**config.mk**
```make
export PLATFORM = sky130hd
export DESIGN_NAME = cmp_evt_irq
export DESIGN_NICKNAME = d
export VERILOG_FILES = /design/src/rtl/cmp_evt_pkg.sv /design/src/rtl/cmp_sample_tick.sv /design/src/rtl/cmp_edge_chan.sv /design/src/rtl/cmp_evt_irq.sv
export SDC_FILE = /design/constraint.sdc
export NUM_CORES = 1
export LEC_CHECK = 0
export BUFFER_PORTS_ARGS = -buffer_cell sky130_fd_sc_hd__buf_2
export CAP_MARGIN = 25
export CORE_MARGIN = 2
export CORE_UTILIZATION = 45
export CTS_CLUSTER_DIAMETER = 80
export CTS_CLUSTER_SIZE = 12
export DETAILED_ROUTE_END_ITERATION = 7
export HOLD_SLACK_MARGIN = 0.12
export PLACE_DENSITY = 0.8
export SYNTH_ARGS = -nofsm -noshare
export SYNTH_HDL_FRONTEND = slang
export SYNTH_HIERARCHICAL = 1
export SYNTH_SLANG_ARGS = --single-unit
export TNS_END_PERCENT = 30
```
**constraint.sdc**
```tcl
create_clock -name clk -period 1.12 [get_ports clk]
set_input_delay 0.056 -clock clk [delete_from_list [all_inputs] [get_ports clk]]
set_output_delay 0.056 -clock clk [all_outputs]
set_load 0.01 [all_outputs]
```
**src/rtl/cmp_evt_pkg.sv**
```systemverilog
package cmp_evt_pkg;

    localparam int NSEL_W = 3;

    typedef enum logic [1:0] {
        SENS_ANY  = 2'b00,
        SENS_RSVD = 2'b01,
        SENS_FALL = 2'b10,
        SENS_RISE = 2'b11
    } sens_e;

    typedef struct packed {
        logic              ie;
        sens_e             sens;
        logic [NSEL_W-1:0] nsel;
    } cmp_ctl_t;

    // True when the transition old -> cur matches the selected event kind
    function automatic logic event_hit(sens_e s, logic old_v, logic cur_v);
        logic hit;
        unique case (s)
            SENS_ANY:  hit = old_v ^ cur_v;
            SENS_FALL: hit = old_v & ~cur_v;
            SENS_RISE: hit = ~old_v & cur_v;
            default:   hit = 1'b0;
        endcase
        return hit;
    endfunction

endpackage

```
**src/rtl/cmp_sample_tick.sv**
```systemverilog
module cmp_sample_tick (
    input  logic clk,
    input  logic rst,
    input  logic half_rate,
    output logic tick
);
    logic phase_q;

    always_ff @(posedge clk) begin
        if (rst)            phase_q <= 1'b0;
        else if (half_rate) phase_q <= ~phase_q;
        else                phase_q <= 1'b0;
    end

    assign tick = ~half_rate | phase_q;
endmodule

```
**src/rtl/cmp_edge_chan.sv**
```systemverilog
module cmp_edge_chan
    import cmp_evt_pkg::*;
#(
    parameter int SYNC_STAGES = 2
) (
    input  logic  clk,
    input  logic  rst,
    input  logic  tick,
    input  logic  raw,
    input  sens_e sens,
    input  logic  clr,
    output logic  evt,
    output logic  flag,
    output logic  level
);
    localparam int TOP = SYNC_STAGES - 1;

    logic [SYNC_STAGES-1:0] sync_q;
    logic                   level_q;
    logic                   flag_q;

    generate
        if (SYNC_STAGES == 1) begin : g_one
            always_ff @(posedge clk) begin
                if (rst) sync_q <= '0;
                else     sync_q <= raw;
            end
        end else begin : g_many
            always_ff @(posedge clk) begin
                if (rst) sync_q <= '0;
                else     sync_q <= {sync_q[SYNC_STAGES-2:0], raw};
            end
        end
    endgenerate

    assign evt = tick & event_hit(sens, level_q, sync_q[TOP]);

    always_ff @(posedge clk) begin
        if (rst) begin
            level_q <= 1'b0;
            flag_q  <= 1'b0;
        end else begin
            if (tick) level_q <= sync_q[TOP];
            flag_q <= evt | (flag_q & ~clr);
        end
    end

    assign flag  = flag_q;
    assign level = level_q;
endmodule

```
**src/rtl/cmp_evt_irq.sv**
```systemverilog
module cmp_evt_irq
    import cmp_evt_pkg::*;
#(
    parameter int NCMP        = 3,
    parameter int SYNC_STAGES = 2,
    localparam int STAT_W     = 2 * NCMP + 2
) (
    input  logic                   clk,
    input  logic                   rst,
    input  logic [NCMP-1:0]        cmp_raw,
    input  logic [NCMP-1:0]        ctl_we,
    input  logic                   ctl_ie,
    input  logic [1:0]             ctl_sens,
    input  logic [NSEL_W-1:0]      ctl_nsel,
    input  logic                   stat_we,
    input  logic [STAT_W-1:0]      stat_wdata,
    input  logic [NCMP-1:0]        irq_ack,
    output logic [NCMP-1:0]        irq,
    output logic [STAT_W-1:0]      stat_rdata,
    output logic [NCMP*NSEL_W-1:0] nsel_out
);
    localparam int FLAG_LSB = NCMP + 1;
    localparam int DIV_BIT  = STAT_W - 1;

    cmp_ctl_t        ctl_q [NCMP];
    logic            half_rate_q;
    logic            tick;
    logic [NCMP-1:0] evt;
    logic [NCMP-1:0] flag_q;
    logic [NCMP-1:0] level_q;
    logic [NCMP-1:0] clr;
    logic [NCMP-1:0] ie_vec;
    logic [2*NCMP-1:0] sens_vec;

    always_ff @(posedge clk) begin
        if (rst)          half_rate_q <= 1'b0;
        else if (stat_we) half_rate_q <= stat_wdata[DIV_BIT];
    end

    cmp_sample_tick u_tick (
        .clk      (clk),
        .rst      (rst),
        .half_rate(half_rate_q),
        .tick     (tick)
    );

    generate
        for (genvar i = 0; i < NCMP; i++) begin : g_cmp
            always_ff @(posedge clk) begin
                if (rst)            ctl_q[i] <= '0;
                else if (ctl_we[i]) ctl_q[i] <= '{ie: ctl_ie, sens: sens_e'(ctl_sens), nsel: ctl_nsel};
            end

            assign clr[i] = irq_ack[i] | (stat_we & stat_wdata[FLAG_LSB+i]);

            cmp_edge_chan #(.SYNC_STAGES(SYNC_STAGES)) u_chan (
                .clk  (clk),
                .rst  (rst),
                .tick (tick),
                .raw  (cmp_raw[i]),
                .sens (ctl_q[i].sens),
                .clr  (clr[i]),
                .evt  (evt[i]),
                .flag (flag_q[i]),
                .level(level_q[i])
            );

            assign ie_vec[i]                   = ctl_q[i].ie;
            assign sens_vec[2*i +: 2]          = ctl_q[i].sens;
            assign irq[i]                      = flag_q[i] & ctl_q[i].ie;
            assign nsel_out[NSEL_W*i +: NSEL_W] = ctl_q[i].nsel;
        end
    endgenerate

    assign stat_rdata = {half_rate_q, flag_q, 1'b0, level_q};
endmodule

```
# Yosys cells after proc, flatten, opt, wreduce, memory -nomap -nowiden
# Memory sizes are Yosys's and may differ from the RTL's.
# Index checks and enable logic that the tools add are counted.
# Widths: inputs -> output; s select.
dict set report classes {
  multipliers 0
  shifts 0
  bitwise 42
  magnitude_cmp 0
  mux 17
  addsub 0
  n_div 0
  n_reduce_logical 4
  n_eq_ne 6
}
# op count
set ops {}
lappend ops {{$and 1x1->1} 18}
lappend ops {{$mux 6} 3}
lappend ops {{$eq 2x2->1 const B} 6}
lappend ops {{$mux 1} 11}
lappend ops {{$not 1->1} 11}
lappend ops {{$or 1x1->1} 10}
lappend ops {{$pmux 1 s3} 3}
lappend ops {{$logic_not 2->1} 3}
lappend ops {{$xor 1x1->1} 3}
lappend ops {{$reduce_or 2->1} 1}
dict set report word_totals {
  romBits 0
  latchBits 0
  ram_bits 18
  elab_cells 81
  memories 1
  ff_bits 14
  out_inout_bits 20
  inputBits 26
}
# memory words width rd rd_ports_with_merged_regs write_ports line
set mem_list {}
lappend mem_list {ctl_q 3 6 3 0 3 cmp_evt_irq.sv:25} ;# cmp_ctl_t ctl_q [NCMP];

# Longest topological paths before layout
dict set report depth {
  ltp_word 5
  ltp_mapped 5
  ltp_nobuf 5
}

# Hierarchy
# Netlist, hierarchy kept.
# mod cells_per_inst seq_area_each_um2 area_each_um2 n_inst
set by_module_without_submodules {}
lappend by_module_without_submodules {cmp_evt_irq 63 560.5 859.6 1}
lappend by_module_without_submodules {cmp_edge_chan 23 80.1 215.2 3}
lappend by_module_without_submodules {cmp_sample_tick 3 20.0 38.8 1}

# Worst setup path before layout
# OpenSTA, ideal clock, no wires.
dict set report synth_path {
  kind {flip-flop to flip-flop}
  start {reg g_cmp[0].u_chan.level_q}
  end {reg g_cmp[0].u_chan.flag_q}
  stages_incl_launch_ff 6
  t_required_ns 1.062
  setup_ns 0.058
  arrival_ns 1.201
  synth_period_minus_slack_ns 1.259
  setup_slack_ns -0.139
  n_path_buf 0
  cell_sequence {dfxtp_1 > inv_1 > ha_1 > or2_4 > a21oi_2 > o21ba_1}
}
dict set report synth_via {
  elab_chain_len 5
  word_cells_on_any_way 7
  cone_classes {mux (1); bitwise (6)}
}
# element line
set synth_lines {}
lappend synth_lines {{start: declaration} cmp_edge_chan.sv:19} ;# logic level_q;
lappend synth_lines {{start signal: assignment} cmp_edge_chan.sv:43} ;# if (tick) level_q <= sync_q[TOP];
lappend synth_lines {{$not 1->1} cmp_evt_pkg.sv:24} ;# SENS_RISE: hit = ~old_v & cur_v;
lappend synth_lines {{$and 1x1->1} cmp_evt_pkg.sv:24}
lappend synth_lines {{$pmux 1 s3 (*)} cmp_evt_pkg.sv:21} ;# unique case (s)
lappend synth_lines {{$and 1x1->1 (*)} cmp_edge_chan.sv:36} ;# assign evt = tick & event_hit(sens, level_q, sync_q[TOP]);
lappend synth_lines {{$or 1x1->1 (*)} cmp_edge_chan.sv:44} ;# flag_q <= evt | (flag_q & ~clr);
lappend synth_lines {{end signal: assignment} cmp_edge_chan.sv:44}
lappend synth_lines {{end: declaration} cmp_edge_chan.sv:20} ;# logic flag_q;
# Mark *: on every way between the ends. The rest lies on a longest branch, timed or not.
# A chain may end at the register's enable or synchronous reset.

# Worst setup path after layout
dict set report layout_path {
  start {reg g_cmp[1].u_chan.level_q}
  end {reg g_cmp[1].u_chan.flag_q}
}
dict set report layout_via {
  elab_chain_len 5
  word_cells_on_any_way 7
  cone_classes {mux (1); bitwise (6)}
}
# element line
set layout_lines {}
lappend layout_lines {{start: declaration} cmp_edge_chan.sv:19}
lappend layout_lines {{start signal: assignment} cmp_edge_chan.sv:43}
lappend layout_lines {{$not 1->1} cmp_evt_pkg.sv:24}
lappend layout_lines {{$and 1x1->1} cmp_evt_pkg.sv:24}
lappend layout_lines {{$pmux 1 s3 (*)} cmp_evt_pkg.sv:21}
lappend layout_lines {{$and 1x1->1 (*)} cmp_edge_chan.sv:36}
lappend layout_lines {{$or 1x1->1 (*)} cmp_edge_chan.sv:44}
lappend layout_lines {{end signal: assignment} cmp_edge_chan.sv:44}
lappend layout_lines {{end: declaration} cmp_edge_chan.sv:20}
# Marks and branches as above.

==> impl_metrics.json <==
{
  "worst_slack_ns": -0.0293,
  "grt_use_total": 0.168,
  "die_area_mm2": 0.00375,
  "antenna_found_initial": 0,
  "cts_max_level": 2,
  "finalPower_mw": 2.50,
  "clk_pin_slew_ns": 0.09,
  "p_comb_frac": 0.118,
  "place_hpwl_um": 1950,
  "ctsRootBufferMaster": "clkbuf_4",
  "cts.sink_count": 32,
  "period_needed_ns": 1.15,
  "num_antenna_cells": 0,
  "netlist_instances": 126,
  "swShare": 0.219,
  "ir_worst_vdd_mv": 0.871,
  "crit_path_end_kind": "register",
  "mappedNetlistArea_mm2": 0.00147,
  "grt_pass1_vias": 1049,
  "placed_cell_area_mm2": 0.00169,
  "area_growth_pct": 31.1,
  "num_io_pins": 46,
  "post-route-period-util": 1.03,
  "fp.dieH_um": 61.2,
  "port_buffers": 40,
  "power_frac_clock": 0.339,
  "drive_gt1_frac": 0.407,
  "die_w_um": 61.2,
  "multi_input_area_um2": 563,
  "nFillCells": 265,
  "grt_max_degree": 14,
  "cts_setup_buffers": 0,
  "cts_tree": "yes",
  "cp-start-kind": "register",
  "yosysWarningCount": 6,
  "regArea_um2": 827,
  "nets": 213,
  "start_util": 0.478,
  "r2r_slack_ns": -0.03,
  "insertion_delay_ns": 0.33,
  "critPathKind": "reg -> reg",
  "drc_errors": 0,
  "run_status": "finished, violations left",
  "wl_per_cell_um": 12.0,
  "p_seq_frac": 0.543,
  "drtIter0Drc": 14,
  "cts_buffers": 5,
  "num_vias": 1021,
  "place_inst": 205,
  "core-area_mm2": 0.00308,
  "place_congestion": 0.741,
  "postLayoutCellArea_mm2": 0.00193,
  "switchingPower_mw": 0.547,
  "syn_area_per_cell_um2": 11.7,
  "crit_required_ns": 1.40,
  "p_leak_nw": 0.895,
  "num_rows": 20,
  "drt_pre_antenna_iters": 4,
  "setup-tns-final_ns": -0.0460,
  "hold_viol_final": 0,
  "cts_buffer_depth": 2,
  "viasPerCell": 4.52,
  "wl_um": 2720,
  "layout.cells.non_filler": 226,
  "drtAntennaViolNets": 0,
  "critPathMaxFanout": 2,
  "cap_violations": 0,
  "violations": "setup timing",
  "arrival_ns": 1.43,
  "worst_hold_slack_ns": 0.148,
  "dp_slack_ns": -0.0673,
  "grt_pass1_wl_um": 4330,
  "setup_violations": 2,
  "slew_viol_final": 0,
  "pwr_density_cell_mw_per_mm2": 1290,
  "hp-class": "in -> reg",
  "max_freq_ghz": 0.870,
  "clock_skew_ns": 0.00350,
  "grt-ovfl-total": 0,
  "synth_fp_nets": 158,
  "p_int_mw": 1.95,
  "utilization": 0.627,
  "rsz0062_at_grt": "true"
}
[flip-flops by register name (all words and copies together) (netlist names)]
register	flops
g_cmp.u_chan/sync_q	6
ctl_q	18
g_cmp.u_chan/flag	3
u_tick/phase_q	1
half_rate_q	1
g_cmp.u_chan/level	3
[cell type report]
cell class,instances,area share
flip-flops and latches,32,0.428
multi-input cells,74,0.292
repair buffers,59,0.194
well taps,44,0.0285
clock buffers,6,0.0214
clock inverters,2,0.0181
inverters,9,0.0175
[power by group through the flow]
stage	combinational (mW)	clock [mW]	sequential, mW
after floorplan	0.169	0	1.38
after global placement	0.247	0	1.37
after detailed placement	0.258	0	1.38
after CTS	0.295	0.882	1.35
after global routing	0.326	0.931	1.36
final	0.296	0.846	1.35
[timing repair]
action	in CTS	in global routing
setup endpoints to repair	3	6
endpoints found under the hold margin	28	0
gates resized for setup	3	4
pin swaps	5	6
hold buffers	13	0
[placed cells by master, fill, tap and decap left out, types with 2 or more instances in the layout]
cell type	instances
a21o_1	3
a21oi_2	3
and2_1	21
buf_2	40
buf_4	6
clkbuf_4	5
dfxtp_1	9
dfxtp_2	5
dlygate4sd3_1	13
edfxtp_1	18
ha_1	4
ha_4	2
inv_1	7
inv_2	2
mux2i_1	4
nand2_1	3
nand2b_1	3
nand4_1	3
nor2_1	4
nor2b_1	6
nor2b_2	3
o21ai_0	3
o21ba_1	3
or2_1	2
or2_4	3
[worst max-delay path, stage by stage (launching register included)]
cell and delay, ns:
dfxtp_2 0.34, inv_1 0.04, ha_1 0.26, or2_4 0.23, a21oi_2 0.11, o21ba_1 0.12
[final timing paths]
check,start,endpoint,cells after the start
max,g_cmp[1].u_chan/level$_SDFFE_PP0P_,g_cmp[1].u_chan/flag$_SDFF_PP0_,5
min,irq_ack[0],g_cmp[0].u_chan/flag$_SDFF_PP0_,4
max reg2reg,g_cmp[1].u_chan/level$_SDFFE_PP0P_,g_cmp[1].u_chan/flag$_SDFF_PP0_,5
min reg2reg,g_cmp[0].u_chan/sync_q[0]$_SDFF_PP0_,g_cmp[0].u_chan/sync_q[1]$_SDFF_PP0_,1
[metal layers]
layer / GRT usage / vias to the layer above / routed length, um
li1: - / 515 / -
met1: 0.171 / 460 / 1100
met2: 0.298 / 40 / 1340
met3: 0.0840 / 6 / 242
met4: 0.0559 / 0 / 44
met5: 0 / - / 0
(Power assumes the default switching activity.)
